### src/rtl/pgstk_pkg.sv
package pgstk_pkg;
  localparam int PAGE_W = 8;
  typedef logic [PAGE_W-1:0] page_t;

  typedef struct packed {
    logic  push;
    logic  pop;
    logic  wrTop;
    logic  wrNext;
    logic  wrLast;
    page_t loadPage;
    page_t wrData;
  } stackCmd_t;
endpackage

### src/rtl/page_lookup.sv
module page_lookup
  import pgstk_pkg::*;
#(
  parameter int NUM_SRC = 8,
  parameter int SRC_W = 3,
  parameter logic [NUM_SRC*PAGE_W-1:0] PAGE_MAP = '0
) (
  input  logic [SRC_W-1:0] srcIdx,
  output page_t            srcPage
);
  localparam int SLOTS = 2 ** SRC_W;

  page_t table_q [SLOTS];

  for (genvar i = 0; i < SLOTS; i++) begin : g_slot
    if (i < NUM_SRC) begin : g_used
      assign table_q[i] = PAGE_MAP[i*PAGE_W +: PAGE_W];
    end else begin : g_pad
      assign table_q[i] = '0;
    end
  end

  assign srcPage = table_q[srcIdx];
endmodule

### src/rtl/page_stack_ctrl.sv
module page_stack_ctrl
  import pgstk_pkg::*;
#(
  parameter int NUM_SRC = 8,
  parameter int SRC_W = 3,
  parameter logic [NUM_SRC*PAGE_W-1:0] PAGE_MAP = '0
) (
  input  logic             clk,
  input  logic             rstN,
  input  logic             intAccept,
  input  logic [SRC_W-1:0] intSrc,
  input  logic             intReturn,
  input  logic             wrTopEn,
  input  logic             wrNextEn,
  input  logic             wrLastEn,
  input  page_t            wrData,
  input  logic             enWr,
  input  logic             enData,
  output logic             autoEn,
  output stackCmd_t        cmd
);
  page_t srcPage;
  logic  hwMove;

  page_lookup #(
    .NUM_SRC (NUM_SRC),
    .SRC_W   (SRC_W),
    .PAGE_MAP(PAGE_MAP)
  ) lookupI (
    .srcIdx (intSrc),
    .srcPage(srcPage)
  );

  always_ff @(posedge clk) begin
    if (!rstN) autoEn <= 1'b1;
    else if (enWr) autoEn <= enData;
  end

  always_comb begin
    cmd.push     = autoEn & intAccept;
    cmd.pop      = autoEn & intReturn & ~intAccept;
    hwMove       = cmd.push | cmd.pop;
    cmd.wrTop    = wrTopEn & ~hwMove;
    cmd.wrNext   = wrNextEn & ~hwMove;
    cmd.wrLast   = wrLastEn & ~hwMove;
    cmd.loadPage = srcPage;
    cmd.wrData   = wrData;
  end
endmodule

### src/rtl/page_stack_dp.sv
module page_stack_dp
  import pgstk_pkg::*;
(
  input  logic      clk,
  input  logic      rstN,
  input  stackCmd_t cmd,
  output page_t     topQ,
  output page_t     nextQ,
  output page_t     lastQ
);
  always_ff @(posedge clk) begin
    if (!rstN) begin
      topQ  <= '0;
      nextQ <= '0;
      lastQ <= '0;
    end else if (cmd.push) begin
      topQ  <= cmd.loadPage;
      nextQ <= topQ;
      lastQ <= nextQ;
    end else if (cmd.pop) begin
      topQ  <= nextQ;
      nextQ <= lastQ;
    end else begin
      if (cmd.wrTop)  topQ  <= cmd.wrData;
      if (cmd.wrNext) nextQ <= cmd.wrData;
      if (cmd.wrLast) lastQ <= cmd.wrData;
    end
  end
endmodule

### src/rtl/reg_page_stack.sv
module reg_page_stack
  import pgstk_pkg::*;
#(
  parameter int NUM_SRC = 8,
  parameter int SRC_W = $clog2(NUM_SRC),
  parameter logic [NUM_SRC*PAGE_W-1:0] PAGE_MAP = 64'h05_0A_00_03_0F_01_02_00
) (
  input  logic             clk,
  input  logic             rstN,
  input  logic             intAccept,
  input  logic [SRC_W-1:0] intSrc,
  input  logic             intReturn,
  input  logic             wrTopEn,
  input  logic             wrNextEn,
  input  logic             wrLastEn,
  input  logic [7:0]       wrData,
  input  logic             enWr,
  input  logic             enData,
  output logic [7:0]       curPage,
  output logic [7:0]       nextPage,
  output logic [7:0]       lastPage,
  output logic             autoEnable
);
  stackCmd_t cmd;

  page_stack_ctrl #(
    .NUM_SRC (NUM_SRC),
    .SRC_W   (SRC_W),
    .PAGE_MAP(PAGE_MAP)
  ) ctrlI (
    .clk      (clk),
    .rstN     (rstN),
    .intAccept(intAccept),
    .intSrc   (intSrc),
    .intReturn(intReturn),
    .wrTopEn  (wrTopEn),
    .wrNextEn (wrNextEn),
    .wrLastEn (wrLastEn),
    .wrData   (wrData),
    .enWr     (enWr),
    .enData   (enData),
    .autoEn   (autoEnable),
    .cmd      (cmd)
  );

  page_stack_dp dpI (
    .clk  (clk),
    .rstN (rstN),
    .cmd  (cmd),
    .topQ (curPage),
    .nextQ(nextPage),
    .lastQ(lastPage)
  );
endmodule

### config.mk
export PLATFORM = sky130hd
export DESIGN_NAME = reg_page_stack
export DESIGN_NICKNAME = d
export VERILOG_FILES = /design/src/rtl/pgstk_pkg.sv /design/src/rtl/page_lookup.sv /design/src/rtl/page_stack_ctrl.sv /design/src/rtl/page_stack_dp.sv /design/src/rtl/reg_page_stack.sv
export SDC_FILE = /design/constraint.sdc
export NUM_CORES = 1
export LEC_CHECK = 0
export BUFFER_PORTS_ARGS = -buffer_cell sky130_fd_sc_hd__buf_2
export CAP_MARGIN = 20
export CORE_ASPECT_RATIO = 0.9
export CORE_UTILIZATION = 46
export DETAILED_ROUTE_END_ITERATION = 12
export GPL_ROUTABILITY_DRIVEN = 0
export PLACE_DENSITY = 0.8
export SKIP_LAST_GASP = 1
export SLEW_MARGIN = 0
export SYNTH_ARGS = -nofsm -noshare
export SYNTH_HDL_FRONTEND = slang
export SYNTH_SLANG_ARGS = --single-unit
### constraint.sdc
create_clock -name clk -period 2.1 [get_ports clk]
set_input_delay 0.105 -clock clk [delete_from_list [all_inputs] [get_ports clk]]
set_output_delay 0.105 -clock clk [all_outputs]
set_load 0.05 [all_outputs]
After elaboration in Yosys (flattened, before gate mapping)
Memory sizes are Yosys's and may differ from the RTL's.
Index checks and enable logic that the tools add are counted.
{"block": "totals", "ff_bits": 25, "ram_bits": 0, "latchBits": 0, "mem_count": 1, "romBits": 64, "output_inout_bits": 25}
{"name": "(name not given)", "words": 8, "word_bits": 8, "read_ports": 1, "rd_ports_with_merged_regs": 0, "write_ports": 0, "line_no": "page_lookup.sv:23", "rtl": "assign srcPage = table_q[srcIdx];"}
{"block": "op_classes", "muxes": 11, "reduce_logical": 4, "eq_ne": 1, "bitwise": 10, "add_sub_neg": 0, "div": 0, "shift": 0, "magnitude_cmp": 1, "mul": 0}
{"op": "8-bit 2-to-1 mux", "count": 11}
{"op": "1-bit AND", "count": 6}
{"op": "3-bit nonzero test", "count": 2}
{"op": "4-bit greater-or-equal comparator, second input constant", "count": 1}
{"op": "3-bit inverter with 4-bit output", "count": 1}
{"op": "2-bit by 1-bit != test with 1-bit output, second input constant", "count": 1}
{"op": "1-bit inverter", "count": 2}
{"op": "2-bit AND reduction", "count": 1}
{"op": "2-bit nonzero test", "count": 1}
{"op": "1-bit OR", "count": 1}

Longest topological paths before layout
Gate-level depths: netlist (run 1).
{"block": "logic_depth", "word_depth": 8, "mapped_depth": 5, "mapped_depth_nobuf": 5}

Cells and area by module
From an unflattened synthesis (run 1), not the netlist that was laid out.
{"block": "hier_totals", "cells_unflattened": 176, "area_unflattened_um2": 1532.7}
{"module": "page_stack_dp", "instances": 1, "area_each_um2": 1286.2, "seq_area_each_um2": 480.5, "cells_each": 145}
{"module": "page_stack_ctrl", "instances": 1, "area_each_um2": 136.4, "seq_area_each_um2": 20.0, "cells_each": 18}
{"module": "page_lookup", "instances": 1, "area_each_um2": 110.1, "seq_area_each_um2": 0.0, "cells_each": 13}

Worst setup path before layout (run 1)
OpenSTA, ideal clock, no wires.
{"block": "synth_timing", "path_kind": "reg2reg", "from": "reg ctrlI.autoEn", "to": "reg dpI.lastQ[0]", "setup_slack_ns": 0.549, "path_stages_with_launch": 6, "t_required_ns": 2.012, "setup_time_ns": 0.088, "arrival_time_ns": 1.463, "cell_sequence": "dfxtp_1 -> buf_6 -> a21boi_2 -> or2_1 -> buf_6 -> a311oi_2"}
{"block": "synth_via", "elab_chain_cells": 7}
{"element": "start, declared", "line_no": "page_stack_ctrl.sv:19", "rtl": "output logic autoEn,"}
{"element": "start signal, assigned", "line_no": "page_stack_ctrl.sv:36", "rtl": "else if (enWr) autoEn <= enData;"}
{"element": "1-bit AND (2 in series)", "line_no": "page_stack_ctrl.sv:41", "rtl": "cmd.pop = autoEn & intReturn & ~intAccept;"}
{"element": "1-bit OR", "line_no": "page_stack_ctrl.sv:42", "rtl": "hwMove = cmd.push | cmd.pop;"}
{"element": "1-bit inverter", "line_no": "page_stack_ctrl.sv:45", "rtl": "cmd.wrLast = wrLastEn & ~hwMove;"}
{"element": "1-bit AND", "line_no": "page_stack_ctrl.sv:45"}
{"element": "2-bit nonzero test (no source line)"}
{"element": "2-bit AND reduction (no source line)"}
{"element": "end signal, assigned", "line_no": "page_stack_dp.sv:19", "rtl": "lastQ <= nextQ;"}
{"element": "end signal, assigned", "line_no": "page_stack_dp.sv:26", "rtl": "if (cmd.wrLast) lastQ <= cmd.wrData;"}
{"element": "end, declared", "line_no": "page_stack_dp.sv:9", "rtl": "output page_t lastQ"}
Parallel ways exist; a longest one is shown, timed or not.
A chain may end at the register's enable or synchronous reset.

Worst setup path after layout (run 1)
{"block": "layout_timing", "from": "reg ctrlI.autoEn", "to": "reg dpI.lastQ[5]"}
Same word-level chain as after synthesis.

==> results.py, run 1 <==
metrics = {
    "floorplan": {
        "num_io_pins": 45,
        "core_sq_mm": 0.00338,
        "rows": 20,
        "die-area_sq_mm": 0.00379,
        "die_y_um": 58.5,
        "initial_core_util_pct": 48.3,
        "die_w_um": 64.8,
    },
    "timing": {
        "hold_slack_ns": 0.0540,
        "period_needed_ns": 1.72,
        "fmax_ghz": 0.580,
        "finalSetupTns_ns": 0,
        "tightest_slew_ns": 0.527,
        "fin_worst_skew_ns": 0.00295,
        "layout_setup_ws_ns": 0.377,
        "rsz0062_at_grt": "no",
        "slew_viol_final": 0,
        "min_period_over_period_pct": 82.1,
        "maxSlewHeadroom_pct": 64.8,
        "finalHoldViolations": 0,
        "setup_viol": 0,
    },
    "global_routing": {
        "antenna_found_initial": 0,
        "overflow": 0,
        "track_usage_pct": 24.7,
        "grt_pass1_vias": 1477,
        "grt_max_degree": 30,
        "grt_pass1_wl_mm": 7.18,
    },
    "power": {
        "p_leak_nw": 0.798,
        "peakVddDrop_mv": 0.289,
        "power_mw": 1.27,
        "power.density_mw_per_mm2": 680,
    },
    "logic_synthesis": {
        "synth_common_cells": "nand2_1, dfxtp_1, nand3_1",
        "yosysWarnings": 0,
        "synth-seq-area-share_pct": 30.7,
        "synthCells": 190,
        "synth_largest_area_cell": "dfxtp_1",
        "syn_area_per_cell_sq_um": 8.58,
        "synth_flop_cell": "dfxtp_1",
        "yosys-top-cells-area": "dfxtp_1, a311oi_2, nand2_1, a21o_1, nand3b_1",
        "synth_top_area_share_pct": 30.7,
        "ys_ff_latch": 25,
        "synth_edf_count": 0,
        "synth_most_common_cell": "nand2_1",
        "async_flop_share_pct": 0,
        "syn_area_sq_mm": 0.00163,
        "ys_types": 41,
        "synth_nets": 213,
    },
    "clock_tree": {
        "clock_path_buffers": 2,
        "cts_hold_buf": 0,
        "cts_setup_buffers": 0,
        "htree_levels": 1,
        "clock_latency_ns": 0.28,
        "clk_pin_slew_worst_paths_ns": 0.09,
        "cts_tree": "done",
        "numClockSinks": 25,
        "ctsResizeCount": 0,
        "cts_buffers": 3,
        "root_buffer": "clkbuf_8",
    },
    "setup_path": {
        "required_ns": 2.23,
        "r2r_start": "ctrlI.autoEn$_SDFFE_PN1P_",
        "worstSetupStartpoint": "ctrlI.autoEn$_SDFFE_PN1P_",
        "critPathArrivalTime_ns": 1.86,
        "end_kind": "flip-flop",
        "worstSetupPathType": "reg -> reg",
        "timing.rr.end": "dpI.lastQ[5]$_SDFFE_PN0P_",
        "crit_end": "dpI.lastQ[5]$_SDFFE_PN0P_",
        "cp_max_fo": 13,
        "r2r_setup_slack_ns": 0.38,
        "start_kind": "flip-flop",
        "r2r_cells": 4,
    },
    "cells_and_area": {
        "drive_above_1_share_pct": 29.8,
        "area_growth_pct": 15.0,
        "nNetsFinal": 249,
        "multi_input_area_sq_um": 993,
        "antennaDiodeCount": 0,
        "seqCellArea_sq_um": 500,
        "fin_cells": 269,
        "n_fill_cell": 334,
    },
    "drt": {
        "wl_per_cell_um": 16.7,
        "avgViaCountPerCell": 6.00,
        "postRouteAntennaNets": 0,
        "drc": 0,
        "dr.pass1.iters": 4,
        "drt-initial-drc-count": 162,
        "vias": 1614,
        "totalWireLength_mm": 4.48,
    },
    "outcome": {
        "outcome": "completed",
    },
    "place": {
        "port_buffers": 44,
        "place_worst_setup_slack_ns": 0.438,
        "hpwl_mm": 2.97,
        "dpl.cell_count": 265,
    },
    "worst_hold_path": {
        "holdCritPathClass": "in -> reg",
    },
    "job": {
        "drv_cap": 0,
    },
}
sequential cells by signal (all words and copies together) (netlist names):
signal,count
ctrlI.autoEn,1
dpI.lastQ,8
dpI.nextQ,8
dpI.topQ,8
stage by stage:
step / instance area (sq um) / utilization, %
final: 1870 / 55.5
after global routing: 1870 / 55.5
after CTS: 1870 / 55.5
after detailed placement: 1830 / 54.1
after global placement: 1830 / 54.1
after floorplan: 1630 / -
power by group:
part | switching [mW] | internal [mW] | leakage [nW]
sequential | 0.0363 | 0.514 | 0.206
combinational | 0.295 | 0.127 | 0.569
clock | 0.167 | 0.136 | 0.0228
layout make-up:
class	count	share of cell area [%]
multi-input cells	139	53.0
repair buffers	47	13.0
well taps	44	2.94
clock buffers	4	2.40
flip-flops and latches	25	26.7
inverters	10	2.00
routing by layer:
metal / GRT usage (%) / share of wire [%] / vias up
met5: 0 / 0 / -
met4: 9.84 / 1.2 / 0
met3: 3.88 / 6.1 / 6
met2: 38.1 / 47 / 56
met1: 34.5 / 46 / 782
li1: - / - / 770
critical path, stage by stage, from the launching register on:
cell and delay, ns:
dfxtp_1 0.35, buf_4 0.20, a21boi_2 0.38, or2_1 0.46, a311oi_2 0.19
cell usage in the layout, fill, tap and decap left out, drive strengths merged:
master,count
buf,47
nand2,26
dfxtp,25
nand3,11
inv,10
a21oi,10
nand3b,9
a21o,9
nor3,9
a311oi,8
nand2b,6
a221o,5
o31ai,5
a41oi,4
mux2i,4
a21boi,4
o221a,4
clkbuf,4
o21ai,3
ha,3
or2,3
and2,2
nand4b,2
nor2,2
o21a,2
o211ai,2
nor3b,1
nor2b,1
or3,1
and3b,1
a211oi,1
a31oi,1
logic make-up after synthesis:
| kind of cell | count (synthesis) | synth area share [%] |
|---|---|---|
| mux | 4 | 2.46 |
| flops | 25 | 30.7 |
| compound gates | 58 | 31.3 |
| buf+inv | 26 | 8.37 |
| fa+ha+maj | 3 | 2.30 |
| simple gates | 74 | 24.9 |
how the worst min path moves through the flow:
stage	from	to	cells past startpoint
after floorplan	enData	ctrlI.autoEn$_SDFFE_PN1P_	2
after global placement	enData	ctrlI.autoEn$_SDFFE_PN1P_	3
after detailed placement	enData	ctrlI.autoEn$_SDFFE_PN1P_	3
after CTS	enData	ctrlI.autoEn$_SDFFE_PN1P_	3
after global routing	enData	ctrlI.autoEn$_SDFFE_PN1P_	3
final	enData	ctrlI.autoEn$_SDFFE_PN1P_	3
Note: power is estimated with default switching activity, not from simulation.
==> inputs of run 2 (changes only) <==
--- a/config.mk
+++ b/config.mk
@@ -5,13 +5,14 @@
 export SDC_FILE = /design/constraint.sdc
 export NUM_CORES = 1
 export LEC_CHECK = 0
+export ABC_AREA = 1
 export BUFFER_PORTS_ARGS = -buffer_cell sky130_fd_sc_hd__buf_2
 export CAP_MARGIN = 20
 export CORE_ASPECT_RATIO = 0.9
 export CORE_UTILIZATION = 46
 export DETAILED_ROUTE_END_ITERATION = 12
 export GPL_ROUTABILITY_DRIVEN = 0
-export PLACE_DENSITY = 0.8
+export PLACE_DENSITY = 0.84
 export SKIP_LAST_GASP = 1
 export SLEW_MARGIN = 0
 export SYNTH_ARGS = -nofsm -noshare
==> constraint.sdc (replaced) <==
create_clock -name clk -period 1.5 [get_ports clk]
set_input_delay 0.075 -clock clk [delete_from_list [all_inputs] [get_ports clk]]
set_output_delay 0.075 -clock clk [all_outputs]
set_load 0.05 [all_outputs]
==> run 2 against run 1 <==
Net effect: critical path depth increased by 3; synthesized cell count is 30% higher; sequential cell count unchanged; non-clock buffer count up 3; clock-buffer cell count did not move; cell count up 25%; combinational power increased by 41%; clock power grew 1%; maximum frequency increased by 31%; highest routed layer unchanged.
==> results.py, run 2 <==
metrics = {
    "global_routing": {
        "grt_pass1_vias": 1414,
        "grt_max_degree": 22,
        "overflow": 0,
        "track_usage_pct": 22.0,
        "antenna_found_initial": 0,
        "grt_pass1_wl_mm": 5.78,
    },
    "clock_tree": {
        "clock_latency_ns": 0.33,
        "clock_path_buffers": 2,
        "clk_pin_slew_worst_paths_ns": 0.14,
        "cts_buffers": 3,
        "numClockSinks": 25,
        "cts_tree": "done",
        "root_buffer": "clkbuf_4",
        "htree_levels": 1,
    },
    "timing": {
        "period_needed_ns": 1.32,
        "rsz0062_at_grt": "no",
        "hold_slack_ns": 0.0509,
        "setup_viol": 0,
        "maxSlewHeadroom_pct": 72.8,
        "finalSetupTns_ns": 0,
        "fin_worst_skew_ns": 0.00792,
        "fmax_ghz": 0.757,
        "min_period_over_period_pct": 88.0,
        "slew_viol_final": 0,
        "finalHoldViolations": 0,
        "tightest_slew_ns": 0.407,
    },
    "logic_synthesis": {
        "synth_common_cells": "nand2_1, nor2_1, inv_1, dfxtp_1, a21oi_1",
        "yosys-top-cells-area": "dfxtp_1, nand2_1, nor2_1, inv_1, a21oi_1",
        "syn_area_per_cell_sq_um": 5.99,
        "async_flop_share_pct": 0,
        "synth_flop_cell": "dfxtp_1",
        "synth_nets": 270,
        "ys_types": 21,
        "ys_ff_latch": 25,
        "synth_most_common_cell": "nand2_1",
        "synth-seq-area-share_pct": 33.8,
        "synthCells": 247,
        "syn_area_sq_mm": 0.00148,
        "synth_largest_area_cell": "dfxtp_1",
        "yosysWarnings": 0,
        "synth_top_area_share_pct": 33.8,
        "synth_edf_count": 0,
    },
    "job": {
        "drv_cap": 0,
    },
    "drt": {
        "vias": 1627,
        "dr.pass1.iters": 4,
        "totalWireLength_mm": 3.52,
        "wl_per_cell_um": 10.5,
        "avgViaCountPerCell": 4.86,
        "postRouteAntennaNets": 0,
        "drc": 0,
        "drt-initial-drc-count": 67,
    },
    "floorplan": {
        "die-area_sq_mm": 0.00345,
        "initial_core_util_pct": 48.3,
        "core_sq_mm": 0.00307,
        "num_io_pins": 45,
        "rows": 19,
        "die_w_um": 61.8,
        "die_y_um": 55.8,
    },
    "place": {
        "hpwl_mm": 2.63,
        "port_buffers": 44,
    },
    "power": {
        "peakVddDrop_mv": 0.473,
        "p_leak_nw": 0.985,
        "power.density_mw_per_mm2": 940,
    },
    "cells_and_area": {
        "drive_above_1_share_pct": 20.5,
        "area_growth_pct": 20.5,
        "nNetsFinal": 317,
        "multi_input_area_sq_um": 831,
        "final_cell_mix": "nand2_1, buf_2, nor2_1",
        "n_fill_cell": 339,
        "antennaDiodeCount": 0,
        "reg_top3": "dpI.lastQ: 8 flops, dpI.nextQ: 8 flops, dpI.topQ: 8 flops",
        "final_common_cell": "nand2_1",
        "seqCellArea_sq_um": 502,
    },
    "setup_path": {
        "worstSetupPathType": "reg -> reg",
        "end_kind": "flip-flop",
        "critPathArrivalTime_ns": 1.59,
        "r2r_cells": 7,
        "required_ns": 1.77,
        "start_kind": "flip-flop",
        "cp_max_fo": 14,
    },
    "worst_hold_path": {
        "holdCritPathClass": "in -> reg",
        "whs_path_depth": 3,
    },
    "outcome": {
        "outcome": "completed",
    },
}
-- run 2: cell types whose count changed after synthesis, sizes merged, moves of 5 or more --
| cell | before | now |
|---|---|---|
| nand2b | 6 | 0 |
| o21ai | 3 | 13 |
| a21oi | 10 | 19 |
| inv | 10 | 27 |
| a221o | 5 | 0 |
| nand3 | 11 | 6 |
| nand2 | 26 | 110 |
| buf | 14 | 5 |
| nor3 | 9 | 0 |
| nand3b | 9 | 2 |
| o31ai | 5 | 0 |
| nor2 | 2 | 28 |
| a311oi | 8 | 0 |
| a21o | 9 | 0 |
-- run 2: power breakdown --
part | switching, mW | internal [mW] | leakage (nW) | total [mW]
Combinational | 0.428 | 0.165 | 0.763 | 0.593
Clock | 0.202 | 0.104 | 0.0150 | 0.307
Sequential | 0.0518 | 0.724 | 0.207 | 0.776
Total | 0.682 | 0.993 | 0.985 | 1.68
-- run 2: logic make-up (layout without fill, tap and decap cells) --
family / after synthesis / count (layout) / share of synthesized area, %
compound gates: 32 / 32 / 11.8
fa+ha+maj: 3 / 3 / 2.54
buf+inv: 35 / 81 / 10.1
flops: 25 / 25 / 33.8
simple gates: 152 / 152 / 41.8
-- run 2: path summary, 6_finish.rpt --
kind                                           startpoint  slack [ns]                   endpoint
worst max register to register  ctrlI.autoEn$_SDFFE_PN1P_        0.18  dpI.lastQ[2]$_SDFFE_PN0P_
worst min-delay path                                 rstN        0.05  dpI.nextQ[3]$_SDFFE_PN0P_
worst min register to register   dpI.topQ[4]$_SDFFE_PN0P_        0.52   dpI.topQ[4]$_SDFFE_PN0P_
worst max-delay path            ctrlI.autoEn$_SDFFE_PN1P_        0.18  dpI.lastQ[2]$_SDFFE_PN0P_
-- run 2: through the flow --
step	worst slack (ns)	cells	area [sq um]	util, %	total power [mW]
6_report	0.180	335	1780	58.1	1.68
5_1_grt	0.0405	335	1780	58.1	1.78
4_1_cts	0.183	335	1780	58.1	1.69
3_5_place_dp	0.216	329	1740	56.6	1.38
3_3_place_gp	0.258	329	1740	56.6	1.37
2_1_floorplan	0.158	247	1480	-	1.23
-- run 2: layout make-up --
class	instances	area share [%]
multi-input cells	187	46.6
inverters	27	5.68
repair buffers	50	15.2
flip-flops and latches	25	28.1
well taps	42	2.95
clock buffers	4	1.47
-- run 2: critical path: stages (launching register included) --
cell and delay [ns]:
dfxtp_2 0.45, nand2_2 0.10, inv_2 0.24, buf_4 0.20, nand2_1 0.05, o21ai_0 0.06
nor2_1 0.06, nor2_1 0.12
-- run 2: what timing repair did --
item                                   4_1_cts  5_1_grt
buffers inserted                             0        0
hold buffers                                 2        0
resized for setup                            0        0
endpoints found under the hold margin        1        0
-- run 2: per-layer routing --
| metal | wire length [um] | part of all wire, % | track usage, % | vias up |
|---|---|---|---|---|
| met5 | 0 | 0 | 0 | - |
| met4 | 79 | 2.2 | 8.57 | 0 |
| met3 | 179 | 5.1 | 5.12 | 10 |
| met2 | 1630 | 46 | 35.2 | 48 |
| met1 | 1630 | 46 | 27.9 | 719 |
| li1 | - | - | - | 850 |
==> inputs of run 3 (changes only) <==
--- a/config.mk
+++ b/config.mk
@@ -9,10 +9,11 @@
 export BUFFER_PORTS_ARGS = -buffer_cell sky130_fd_sc_hd__buf_2
 export CAP_MARGIN = 20
 export CORE_ASPECT_RATIO = 0.9
-export CORE_UTILIZATION = 46
+export CORE_UTILIZATION = 38
 export DETAILED_ROUTE_END_ITERATION = 12
 export GPL_ROUTABILITY_DRIVEN = 0
-export PLACE_DENSITY = 0.84
+export HOLD_SLACK_MARGIN = 0.15
+export PLACE_DENSITY = 0.72
 export SKIP_LAST_GASP = 1
 export SLEW_MARGIN = 0
 export SYNTH_ARGS = -nofsm -noshare
==> constraint.sdc (replaced) <==
create_clock -name clk -period 1.2 [get_ports clk]
set_input_delay 0.06 -clock clk [delete_from_list [all_inputs] [get_ports clk]]
set_output_delay 0.06 -clock clk [all_outputs]
set_load 0.05 [all_outputs]
==> run 3 against run 2 <==
Net effect: the run now ends with setup timing left; wire length up 14%; total power up 38%; critical path depth down 2; setup slack worse by 0.21 ns; hold slack better by 0.10 ns; global-route usage down 1.4 points; non-clock buffer count up 12; clock skew down 0.0032 ns; die area up 20%.
==> results.py, run 3 (synthesis results as in run 2) <==
metrics = {
    "setup_path": {
        "critPathArrivalTime_ns": 1.39,
        "cp_num_buf_inv": 1,
        "cp_max_fo": 10,
        "required_ns": 1.36,
        "worstSetupPathType": "reg -> reg",
        "cp_cell_sequence": "nand2_4 > nand3b_1 > buf_6 > o21ai_1 > a21oi_2",
        "cp_top_family": "flip-flops",
        "start_kind": "flip-flop",
        "cpPeakStageDelay_ns": 0.39,
        "cp_slowest_cell": "dfxtp_4",
        "end_kind": "flip-flop",
    },
    "clock_tree": {
        "numClockSinks": 25,
        "clock_latency_ns": 0.27,
        "cts_tree": "done",
        "root_buffer": "clkbuf_8",
        "cts_buffers": 3,
        "clk_pin_slew_worst_paths_ns": 0.09,
        "clock_path_buffers": 2,
        "htree_levels": 1,
    },
    "timing": {
        "setup_viol": 2,
        "tightest_slew_ns": 0.286,
        "hold_slack_ns": 0.153,
        "fmax_ghz": 0.812,
        "rsz0062_at_grt": "yes",
        "slew_viol_final": 0,
        "finalSetupTns_ns": -0.0369,
        "min_period_over_period_pct": 103,
        "period_needed_ns": 1.23,
        "finalHoldViolations": 0,
        "maxSlewHeadroom_pct": 80.9,
        "layout_setup_ws_ns": -0.0314,
        "fin_worst_skew_ns": 0.00467,
    },
    "power": {
        "p_leak_nw": 1.06,
        "peakVddDrop_mv": 0.898,
        "power.density_mw_per_mm2": 1160,
    },
    "floorplan": {
        "num_io_pins": 45,
        "die_w_um": 67.8,
        "die-area_sq_mm": 0.00415,
        "initial_core_util_pct": 39.7,
        "rows": 21,
        "die_y_um": 61.2,
        "core_sq_mm": 0.00373,
    },
    "outcome": {
        "outcome": "complete, but fails checks",
        "failed_checks": "setup timing",
    },
    "drt": {
        "totalWireLength_mm": 4.02,
        "vias": 1717,
        "wl_per_cell_um": 11.4,
        "drc": 0,
        "dr.pass1.iters": 4,
        "drt-initial-drc-count": 87,
        "postRouteAntennaNets": 0,
        "avgViaCountPerCell": 4.89,
    },
    "place": {
        "port_buffers": 44,
        "hpwl_mm": 2.85,
        "dpl.cell_count": 335,
    },
    "global_routing": {
        "track_usage_pct": 20.6,
        "grt_pass1_vias": 1584,
        "gr-usage-met1_pct": 26.2,
        "antenna_found_initial": 0,
        "grt_max_degree": 18,
        "grt-busiest-layer": "met2",
        "grt_pass1_wl_mm": 6.47,
        "overflow": 0,
        "grt.met3_usage_pct": 4.44,
        "grtUsageMet2_pct": 36.1,
    },
    "cells_and_area": {
        "fin_cells": 351,
        "final_cell_mix": "nand2_1, buf_2, inv_1, nor2_1, dfxtp_1",
        "nNetsFinal": 329,
        "antennaDiodeCount": 0,
        "drive_above_1_share_pct": 23.3,
        "final_common_cell": "nand2_1",
        "reg_top3": "dpI.lastQ: 8 flops, dpI.nextQ: 8 flops, dpI.topQ: 8 flops",
        "area_growth_pct": 34.0,
    },
    "job": {
        "drv_cap": 0,
    },
    "worst_hold_path": {
        "holdCritPathClass": "in -> reg",
    },
}
## run 3: final timing paths
kind                             start                   endpoint  cells after the start  slack, ns
max          ctrlI.autoEn$_SDFFE_PN1P_  dpI.nextQ[5]$_SDFFE_PN0P_                      5      -0.03
min                          wrData[3]  dpI.lastQ[3]$_SDFFE_PN0P_                      5       0.15
max reg2reg  ctrlI.autoEn$_SDFFE_PN1P_  dpI.nextQ[5]$_SDFFE_PN0P_                      5      -0.03
min reg2reg   dpI.topQ[6]$_SDFFE_PN0P_   dpI.topQ[6]$_SDFFE_PN0P_                      2       0.51
## run 3: area by class of cell
| class | instances | area, sq um |
|---|---|---|
| Clock buffer | 4 | 45.0 |
| Inverter | 27 | 106 |
| Fill cell | 391 | 1750 |
| Tap cell | 46 | 57.6 |
| Multi-Input combinational cell | 187 | 862 |
| Sequential cell | 25 | 504 |
| Timing Repair Buffer | 62 | 408 |
## run 3: timing repair
action,4_1_cts,5_1_grt
pin swaps,2,2
endpoints found under the setup margin,18,24
resized for setup,2,12
hold buffers,8,0
hold endpoints to repair,7,0
setup buffers,3,1
## run 3: power breakdown
part,switching [mW],internal (mW)
Sequential,0.0649,0.904
Clock,0.268,0.238
Combinational,0.572,0.259
Total,0.905,1.40
## run 3: worst min-delay path, cell delays in order
cell,delay (ns)
buf_2,0.09
nand2_1,0.05
nand2_1,0.06
nor2_1,0.04
nor2_1,0.08
## run 3: per-layer routing
metal,part of all wire (%),vias to the layer above
met5,0,-
met4,0.37,0
met3,5.8,2
met2,48,58
met1,45,781
li1,-,876
## run 3: stage by stage
step | worst slack (ns) | power (mW) | utilization, % | instance area, sq um
floorplan | 0.00296 | 1.55 | - | 1500
global route | -0.0889 | 2.44 | 53.2 | 1980
detailed placement | -0.0365 | 1.74 | 47.4 | 1770
global placement | -0.0174 | 1.73 | 47.4 | 1770
CTS | 0.00339 | 2.29 | 52.0 | 1940
finish | -0.0314 | 2.31 | 53.2 | 1980
